$ cat src/rtl/btt_pkg.sv
// Package btt_pkg
// Shared command and bank-state encodings for the bank timing tracker.
// Assumes the command op code is three bits wide, as decoded by the top.
package btt_pkg;

    typedef enum logic [2:0] {
        OP_NOP = 3'd0,
        OP_ACT = 3'd1,
        OP_PRE = 3'd2,
        OP_RD  = 3'd3,
        OP_WR  = 3'd4,
        OP_RDA = 3'd5,
        OP_WRA = 3'd6,
        OP_RSV = 3'd7
    } op_e;

    typedef enum logic [1:0] {
        BK_CLOSED,
        BK_OPENING,
        BK_OPEN,
        BK_CLOSING
    } bank_st_e;

endpackage

$ cat src/rtl/btt_bank.sv
// Module btt_bank
// State of one internal DRAM bank: closed, opening, open or closing, with a
// down-counter for the busy window and the row held in the row buffer.
// Assumes the go strobes are only raised for commands already found legal,
// and at most one of them per cycle. T_ACT and T_PRE must be at least 2.
module btt_bank #(
    parameter int ROW_W = 12,
    parameter int T_ACT = 3,
    parameter int T_PRE = 3
) (
    input  logic             clk,
    input  logic             rst_n,
    input  logic             act_go,
    input  logic             pre_go,
    input  logic             col_go,
    input  logic             col_ap,
    input  logic [ROW_W-1:0] row_in,
    output logic             is_closed,
    output logic             is_open,
    output logic [ROW_W-1:0] row_q
);
    import btt_pkg::*;

    localparam int T_MAX = (T_ACT > T_PRE + 1) ? T_ACT : T_PRE + 1;
    localparam int CNT_W = $clog2(T_MAX + 1);

    bank_st_e         state;
    logic [CNT_W-1:0] busy_cnt;

    // Advance the bank state on accepted commands and busy-window expiry.
    always_ff @(posedge clk) begin
        if (!rst_n) begin
            state    <= BK_CLOSED;
            busy_cnt <= '0;
            row_q    <= '0;
        end else if (act_go) begin
            state    <= BK_OPENING;
            busy_cnt <= CNT_W'(T_ACT - 1);
            row_q    <= row_in;
        end else if (pre_go) begin
            state    <= BK_CLOSING;
            busy_cnt <= CNT_W'(T_PRE - 1);
        end else if (col_go && col_ap) begin
            state    <= BK_CLOSING;
            busy_cnt <= CNT_W'(T_PRE);
        end else if (state == BK_OPENING || state == BK_CLOSING) begin
            busy_cnt <= busy_cnt - 1'b1;
            if (busy_cnt == CNT_W'(1)) begin
                state <= (state == BK_OPENING) ? BK_OPEN : BK_CLOSED;
            end
        end
    end

    // Publish the two stable states; busy states report neither.
    always_comb begin
        is_closed = (state == BK_CLOSED);
        is_open   = (state == BK_OPEN);
    end

    assert_act_from_closed_R2: assert property (@(posedge clk) disable iff (!rst_n)
        act_go |-> is_closed);
    assert_act_busy_R2: assert property (@(posedge clk) disable iff (!rst_n)
        act_go |=> (!is_closed && !is_open));
    assert_pre_from_open_R3: assert property (@(posedge clk) disable iff (!rst_n)
        pre_go |-> is_open);
    assert_pre_busy_R3: assert property (@(posedge clk) disable iff (!rst_n)
        pre_go |=> (!is_closed && !is_open));
    assert_col_on_open_R5: assert property (@(posedge clk) disable iff (!rst_n)
        col_go |-> is_open);
    assert_row_held_R5: assert property (@(posedge clk) disable iff (!rst_n)
        is_open |=> $stable(row_q));
    assert_ap_closes_R7: assert property (@(posedge clk) disable iff (!rst_n)
        (col_go && col_ap) |=> (!is_closed && !is_open));
    assert_single_go_R9: assert property (@(posedge clk) disable iff (!rst_n)
        $onehot0({act_go, pre_go, col_go}));

endmodule

$ cat src/rtl/btt_dq_window.sv
// Module btt_dq_window
// Data-bus occupancy for writes. Keeps a short history of issued reads and
// clears the write flag when the write data would collide with read data or
// sit next to it without a turnaround cycle.
// Assumes RD_LAT >= 2 and that a write is only issued when wr_free is 1.
module btt_dq_window #(
    parameter int RD_LAT = 3
) (
    input  logic clk,
    input  logic rst_n,
    input  logic rd_go,
    output logic wr_free
);
    localparam int HIST_W = RD_LAT + 1;

    // Bit i set: a read was issued i+1 cycles ago.
    logic [HIST_W-1:0] rd_hist;

    // Shift the read history by one cycle.
    always_ff @(posedge clk) begin
        if (!rst_n) begin
            rd_hist <= '0;
        end else begin
            rd_hist <= {rd_hist[HIST_W-2:0], rd_go};
        end
    end

    // Write data must avoid read data one cycle before, at, and one cycle after.
    always_comb begin
        wr_free = ~|rd_hist[RD_LAT:RD_LAT-2];
    end

    assert_rd_blocks_wr_R6: assert property (@(posedge clk) disable iff (!rst_n)
        rd_go |-> ##2 !wr_free);

endmodule

$ cat src/rtl/bank_timing_tracker.sv
// Module bank_timing_tracker
// Tracks every internal bank of a multi-bank SDRAM and judges the single
// command presented each cycle: bank state, open-row match and data-bus
// rules. Legal commands update the banks and the bus history; illegal ones
// raise cmd_err combinationally and change nothing.
// Assumes NUM_BANKS >= 2, ROWS >= 2, T_ACT, T_PRE, RD_LAT >= 2.
module bank_timing_tracker #(
    parameter int NUM_BANKS = 4,
    parameter int ROWS      = 4096,
    parameter int T_ACT     = 3,
    parameter int T_PRE     = 3,
    parameter int RD_LAT    = 3,
    localparam int BANK_W   = $clog2(NUM_BANKS),
    localparam int ROW_W    = $clog2(ROWS)
) (
    input  logic                       clk,
    input  logic                       rst_n,
    input  logic                       cmd_valid,
    input  logic [2:0]                 cmd_op,
    input  logic [BANK_W-1:0]          cmd_bank,
    input  logic [ROW_W-1:0]           cmd_row,
    output logic [NUM_BANKS-1:0]       act_rdy,
    output logic [NUM_BANKS-1:0]       pre_rdy,
    output logic [NUM_BANKS-1:0]       col_rdy,
    output logic [NUM_BANKS*ROW_W-1:0] open_row,
    output logic                       wr_bus_ok,
    output logic                       cmd_err
);
    import btt_pkg::*;

    op_e              op;
    logic             bank_ok;
    logic             tgt_closed;
    logic             tgt_open;
    logic             row_hit;
    logic             legal;
    logic             accept;
    logic             op_col;
    logic             op_rd;
    logic             op_ap;
    logic [NUM_BANKS-1:0] closed_v;
    logic [NUM_BANKS-1:0] open_v;
    logic [ROW_W-1:0] row_arr [NUM_BANKS];

    // Decode the op code and look up the addressed bank.
    always_comb begin
        op         = op_e'(cmd_op);
        bank_ok    = ({1'b0, cmd_bank} < (BANK_W + 1)'(NUM_BANKS));
        tgt_closed = bank_ok && closed_v[cmd_bank];
        tgt_open   = bank_ok && open_v[cmd_bank];
        row_hit    = bank_ok && (row_arr[cmd_bank] == cmd_row);
        op_col     = (op == OP_RD) || (op == OP_WR) || (op == OP_RDA) || (op == OP_WRA);
        op_rd      = (op == OP_RD) || (op == OP_RDA);
        op_ap      = (op == OP_RDA) || (op == OP_WRA);
    end

    // Judge the presented command against bank state and bus rules.
    always_comb begin
        case (op)
            OP_NOP:         legal = 1'b1;
            OP_ACT:         legal = tgt_closed;
            OP_PRE:         legal = tgt_open;
            OP_RD, OP_RDA:  legal = tgt_open && row_hit;
            OP_WR, OP_WRA:  legal = tgt_open && row_hit && wr_bus_ok;
            default:        legal = 1'b0;
        endcase
        accept  = cmd_valid && legal;
        cmd_err = cmd_valid && !legal;
    end

    for (genvar b = 0; b < NUM_BANKS; b++) begin : g_bank
        logic bank_sel;
        assign bank_sel = accept && (cmd_bank == BANK_W'(b));

        btt_bank #(
            .ROW_W (ROW_W),
            .T_ACT (T_ACT),
            .T_PRE (T_PRE)
        ) u_bank (
            .clk       (clk),
            .rst_n     (rst_n),
            .act_go    (bank_sel && (op == OP_ACT)),
            .pre_go    (bank_sel && (op == OP_PRE)),
            .col_go    (bank_sel && op_col),
            .col_ap    (op_ap),
            .row_in    (cmd_row),
            .is_closed (closed_v[b]),
            .is_open   (open_v[b]),
            .row_q     (row_arr[b])
        );

        assign act_rdy[b] = closed_v[b];
        assign pre_rdy[b] = open_v[b];
        assign col_rdy[b] = open_v[b];
        assign open_row[b*ROW_W +: ROW_W] = row_arr[b];
    end

    btt_dq_window #(
        .RD_LAT (RD_LAT)
    ) u_dq (
        .clk     (clk),
        .rst_n   (rst_n),
        .rd_go   (accept && op_rd),
        .wr_free (wr_bus_ok)
    );

    assert_err_keeps_rows_R8: assert property (@(posedge clk) disable iff (!rst_n)
        cmd_err |=> $stable(open_row));
    assert_err_keeps_open_R8: assert property (@(posedge clk) disable iff (!rst_n)
        cmd_err |=> ((pre_rdy & ~$past(pre_rdy) & $past(act_rdy)) == '0));
    assert_idle_quiet_R9: assert property (@(posedge clk) disable iff (!rst_n)
        !cmd_valid |-> !cmd_err);
    assert_idle_rows_R9: assert property (@(posedge clk) disable iff (!rst_n)
        !cmd_valid |=> $stable(open_row));

endmodule

$ cat config.mk
export PLATFORM = sky130hd
export DESIGN_NAME = bank_timing_tracker
export DESIGN_NICKNAME = d
export VERILOG_FILES = /design/src/rtl/btt_pkg.sv /design/src/rtl/btt_bank.sv /design/src/rtl/btt_dq_window.sv /design/src/rtl/bank_timing_tracker.sv
export SDC_FILE = /design/constraint.sdc
export NUM_CORES = 1
export LEC_CHECK = 0
export BUFFER_PORTS_ARGS = -buffer_cell sky130_fd_sc_hd__clkbuf_2
export CELL_PAD_IN_SITES_DETAIL_PLACEMENT = 1
export CELL_PAD_IN_SITES_GLOBAL_PLACEMENT = 2
export CORE_UTILIZATION = 25
export CTS_CLUSTER_DIAMETER = 100
export DETAILED_ROUTE_END_ITERATION = 8
export GPL_TIMING_DRIVEN = 0
export MAX_ROUTING_LAYER = met4
export PLACE_DENSITY = 0.69
export SYNTH_ARGS = -nofsm -noshare
export SYNTH_HDL_FRONTEND = slang
export SYNTH_SLANG_ARGS = --single-unit
$ cat constraint.sdc
create_clock -name clk -period 4.9 [get_ports clk]
set_input_delay 0.245 -clock clk [delete_from_list [all_inputs] [get_ports clk]]
set_output_delay 0.245 -clock clk [all_outputs]
set_load 0.03 [all_outputs]
==> results by group <==
Die
  – Die ar.: ~16,000 um2
  – DIE WIDTH: approximately 130 um
  – Initial core utilization: between 20% and 30%
  – Die height: 125 um
  – Ports: just over 80
  – Num rows: 44
  – Core ar.: 14,600 um2

Cells and area
  – Syn-to-layout area delta: 24.7%
  – Layout Nets: between 400 and 500
  – Inserted Diodes: 0
  – Share of cells above drive strength 1: a little over a quarter
  – Util after Layout: roughly 32%

Worst hold path
  – Min-delay src: cmd_op[0]
  – Min-delay worst type: in2reg

Route
  – DRT Pass-1 Iters: 6
  – DR WL/cell: between 15 and 20 um
  – Final WL: ~11,000 um
  – DRC Markers: 0
  – Number of DRC markers in iteration 0: 84
  – Post-DRT Antenna Nets: 0
  – Routed vias: ~3,000
  – Vias per inst: ~4.6

Pwr
  – P per Cell Area: slightly below 300 nW/um2
  – VDD IR max: between 100 and 150 uV
  – Static Leak: between 2 and 2.5 nW

Timing
  – Final min period: ~3.0 ns
  – Final hold slack: 0.208 ns
  – Worst rel slew slack: 50.5%
  – FMAX: ~330 MHz
  – Slew Viols, Final: 0
  – Endpoints failing hold: 0
  – Setup ws final: 1.86 ns
  – Final setup skew: around 0.0063 ns
  – Worst Max-Slew Pin Slew: around 0.73 ns
  – Setup TNS: 0 ns
  – Final setup viols: 0
  – Final period util: ~62%
  – Unrepaired setup endpoints after global routing: no

Clock network
  – Skew-Pair Late Insertion Delay: roughly 0.35 ns
  – Sink Count: between 70 and 80
  – TritonCTS Buffers: 9
  – CTS tree: built
  – CTS max path bufs: 2
  – PostCTS Resize Cnt: 0
  – Clock root cell: clkbuf_16
  – Clock-pin slew on the worst setup and hold paths: roughly 0.06 ns
  – Hold-fix buffers, CTS: 0
  – Setup bufs post-CTS: 0
  – H-tree levels: 3

Placed design
  – Pre-CTS setup slack: roughly 2 ns
  – Post-detail-place hpwl: between 8000 and 9000 um
  – IO buf count: 80
  – Routability Congestion: 0.749

GRT
  – Pin count of the biggest net entering global routing: 14
  – GRT Overall Usage: 15.4%
  – First-pass GRT wire length: 17,800 um
  – Gr ovfl total: 0
  – Vias in the first global route: around 3,300
  – Initial antenna violation count: 0

Synthesis
  – Largest family of logic cells by synthesized area: multiplexers
  – Synth Area in Compound Gates: 5.71%
  – Mapped Nets: approximately 410
  – Syn_area_per_cell: 10.1 um2
  – Predominant post-synthesis flop cell: dfxtp_1
  – Post-synthesis xor/xnor area fraction: under 10%
  – Post-synthesis mux area share: roughly a fifth
  – Sequential element share of the synthesized area: between 30% and 40%
  – Post-Syn Instances: around 380
  – Post-synthesis cell area: ~3800 um2
  – Simple-Gate Fraction of Synth Area: approximately a fifth
  – Post-synth EDFFs: 0
  – Yosys reg bits: roughly 70
  – Post-synth ARST share: 0%
  – Unique cell type count in the Yosys netlist: 52
  – Syn. warnings: 0
  – Adder-cell share of the synthesized area: under 10%

Worst setup path
  – WP data required: around 4.7 ns
  – Crit end category: output port
  – Crit start category: register
  – Reg-to-Reg Start: g_bank[2].u_bank.state[0]
  – Critical path class: reg2out
  – CP Max Fanout: 9
  – Critical path arrival: between 2 and 3 ns
  – Critical Path Source: g_bank[3].u_bank.state[0]

Status
  – Status: completed

Job
  – Max Cap Viol: 0
==> worst max-delay path, cell delays in order, from the launching register on <==
cell       delay [ns]
dfxtp_1          0.30
clkbuf_1         0.31
and4b_1          0.24
nor4_1           0.54
a211o_1          0.20
nor4b_2          0.06
a2bb2oi_2        0.40
and2_1           0.19
clkbuf_2         0.20
==> metrics by stage <==
stage          total power, mW  std cells  area [um2]
2_1_floorplan            0.678        377        3790
6_report                  1.39        657        4730
5_1_grt                   1.45        657        4730
3_5_place_dp             0.723        641        4420
3_3_place_gp             0.722        641        4420
4_1_cts                   1.41        657        4730
==> cell usage after synthesis, types with 5 or more instances <==
cell | instances | area share, %
mux4_2 | 5 | 3.0
dfxtp_1 | 72 | 38
xor2_1 | 15 | 3.5
nand2_1 | 21 | 2.1
clkbuf_1 | 12 | 1.2
ha_1 | 8 | 2.6
and2_1 | 8 | 1.3
mux2i_1 | 56 | 15
nor2_1 | 12 | 1.2
buf_2 | 6 | 0.79
nor2b_1 | 55 | 9.1
nand3_1 | 6 | 0.79
inv_1 | 12 | 1.2
buf_4 | 13 | 2.6
xnor2_1 | 14 | 3.2
==> kinds of logic (layout without fill, tap and decap cells) <==
group	Yosys count	in the layout
AO/OA/AOI/OAI	29	29
buffers and inverters	46	142
AND/OR/NAND/NOR	127	127
XOR/XNOR	29	29
multiplexers	66	66
adder cells (fa/ha/maj)	8	8
flip-flops	72	72
==> per-layer routing <==
| layer | wire length [um] | up-vias | part of all wire [%] | track usage, % |
|---|---|---|---|---|
| li1 | - | 1464 | - | - |
| met3 | 614 | 15 | 5.6 | 4.58 |
| met5 | 0 | - | 0 | - |
| met1 | 4960 | 1465 | 45 | 18.1 |
| met4 | 134 | 0 | 1.2 | 4.52 |
| met2 | 5300 | 65 | 48 | 25.3 |
==> power breakdown <==
part           total (mW)  internal (mW)  switching (mW)
Combinational       0.113         0.0428          0.0702
Clock               0.685          0.410           0.275
Sequential          0.595          0.591         0.00395
==> layout make-up <==
class / instances / area [um2]
Sequential cell: 72 / 1440
Tap cell: 184 / 230
Inverter: 12 / 45.0
Timing Repair Buffer: 80 / 400
Clock buffer: 10 / 239
Clock inverter: 6 / 67.6
Fill cell: 1728 / 9910
Buffer: 34 / 199
Multi-Input combinational cell: 259 / 2110
==> cell usage in the layout (no fill, tap or decap), types with 9 or more instances in the layout <==
cell type  instances
clkbuf_2          80
dfxtp_1           72
mux2i_1           56
nor2b_1           55
nand2_1           21
xor2_1            15
xnor2_1           14
buf_4             13
inv_1             12
clkbuf_1          12
nor2_1            12
clkbuf_16          9
==> state kept, by name, summed over array words and instances, names as in the netlist <==
name / cells
g_bank.u_bank.row_q: 48
g_bank.u_bank.state: 8
u_dq.rd_hist: 4
g_bank.u_bank.busy_cnt: 12
==> final timing paths <==
path	cells after the start	endpoint	slack, ns
max	8	cmd_err	1.86
min	3	u_dq.rd_hist[0]	0.21
max reg2reg	8	g_bank[3].u_bank.row_q[5]	2.23
min reg2reg	1	u_dq.rd_hist[1]	0.45
Note: power is estimated with default switching activity, not from simulation.
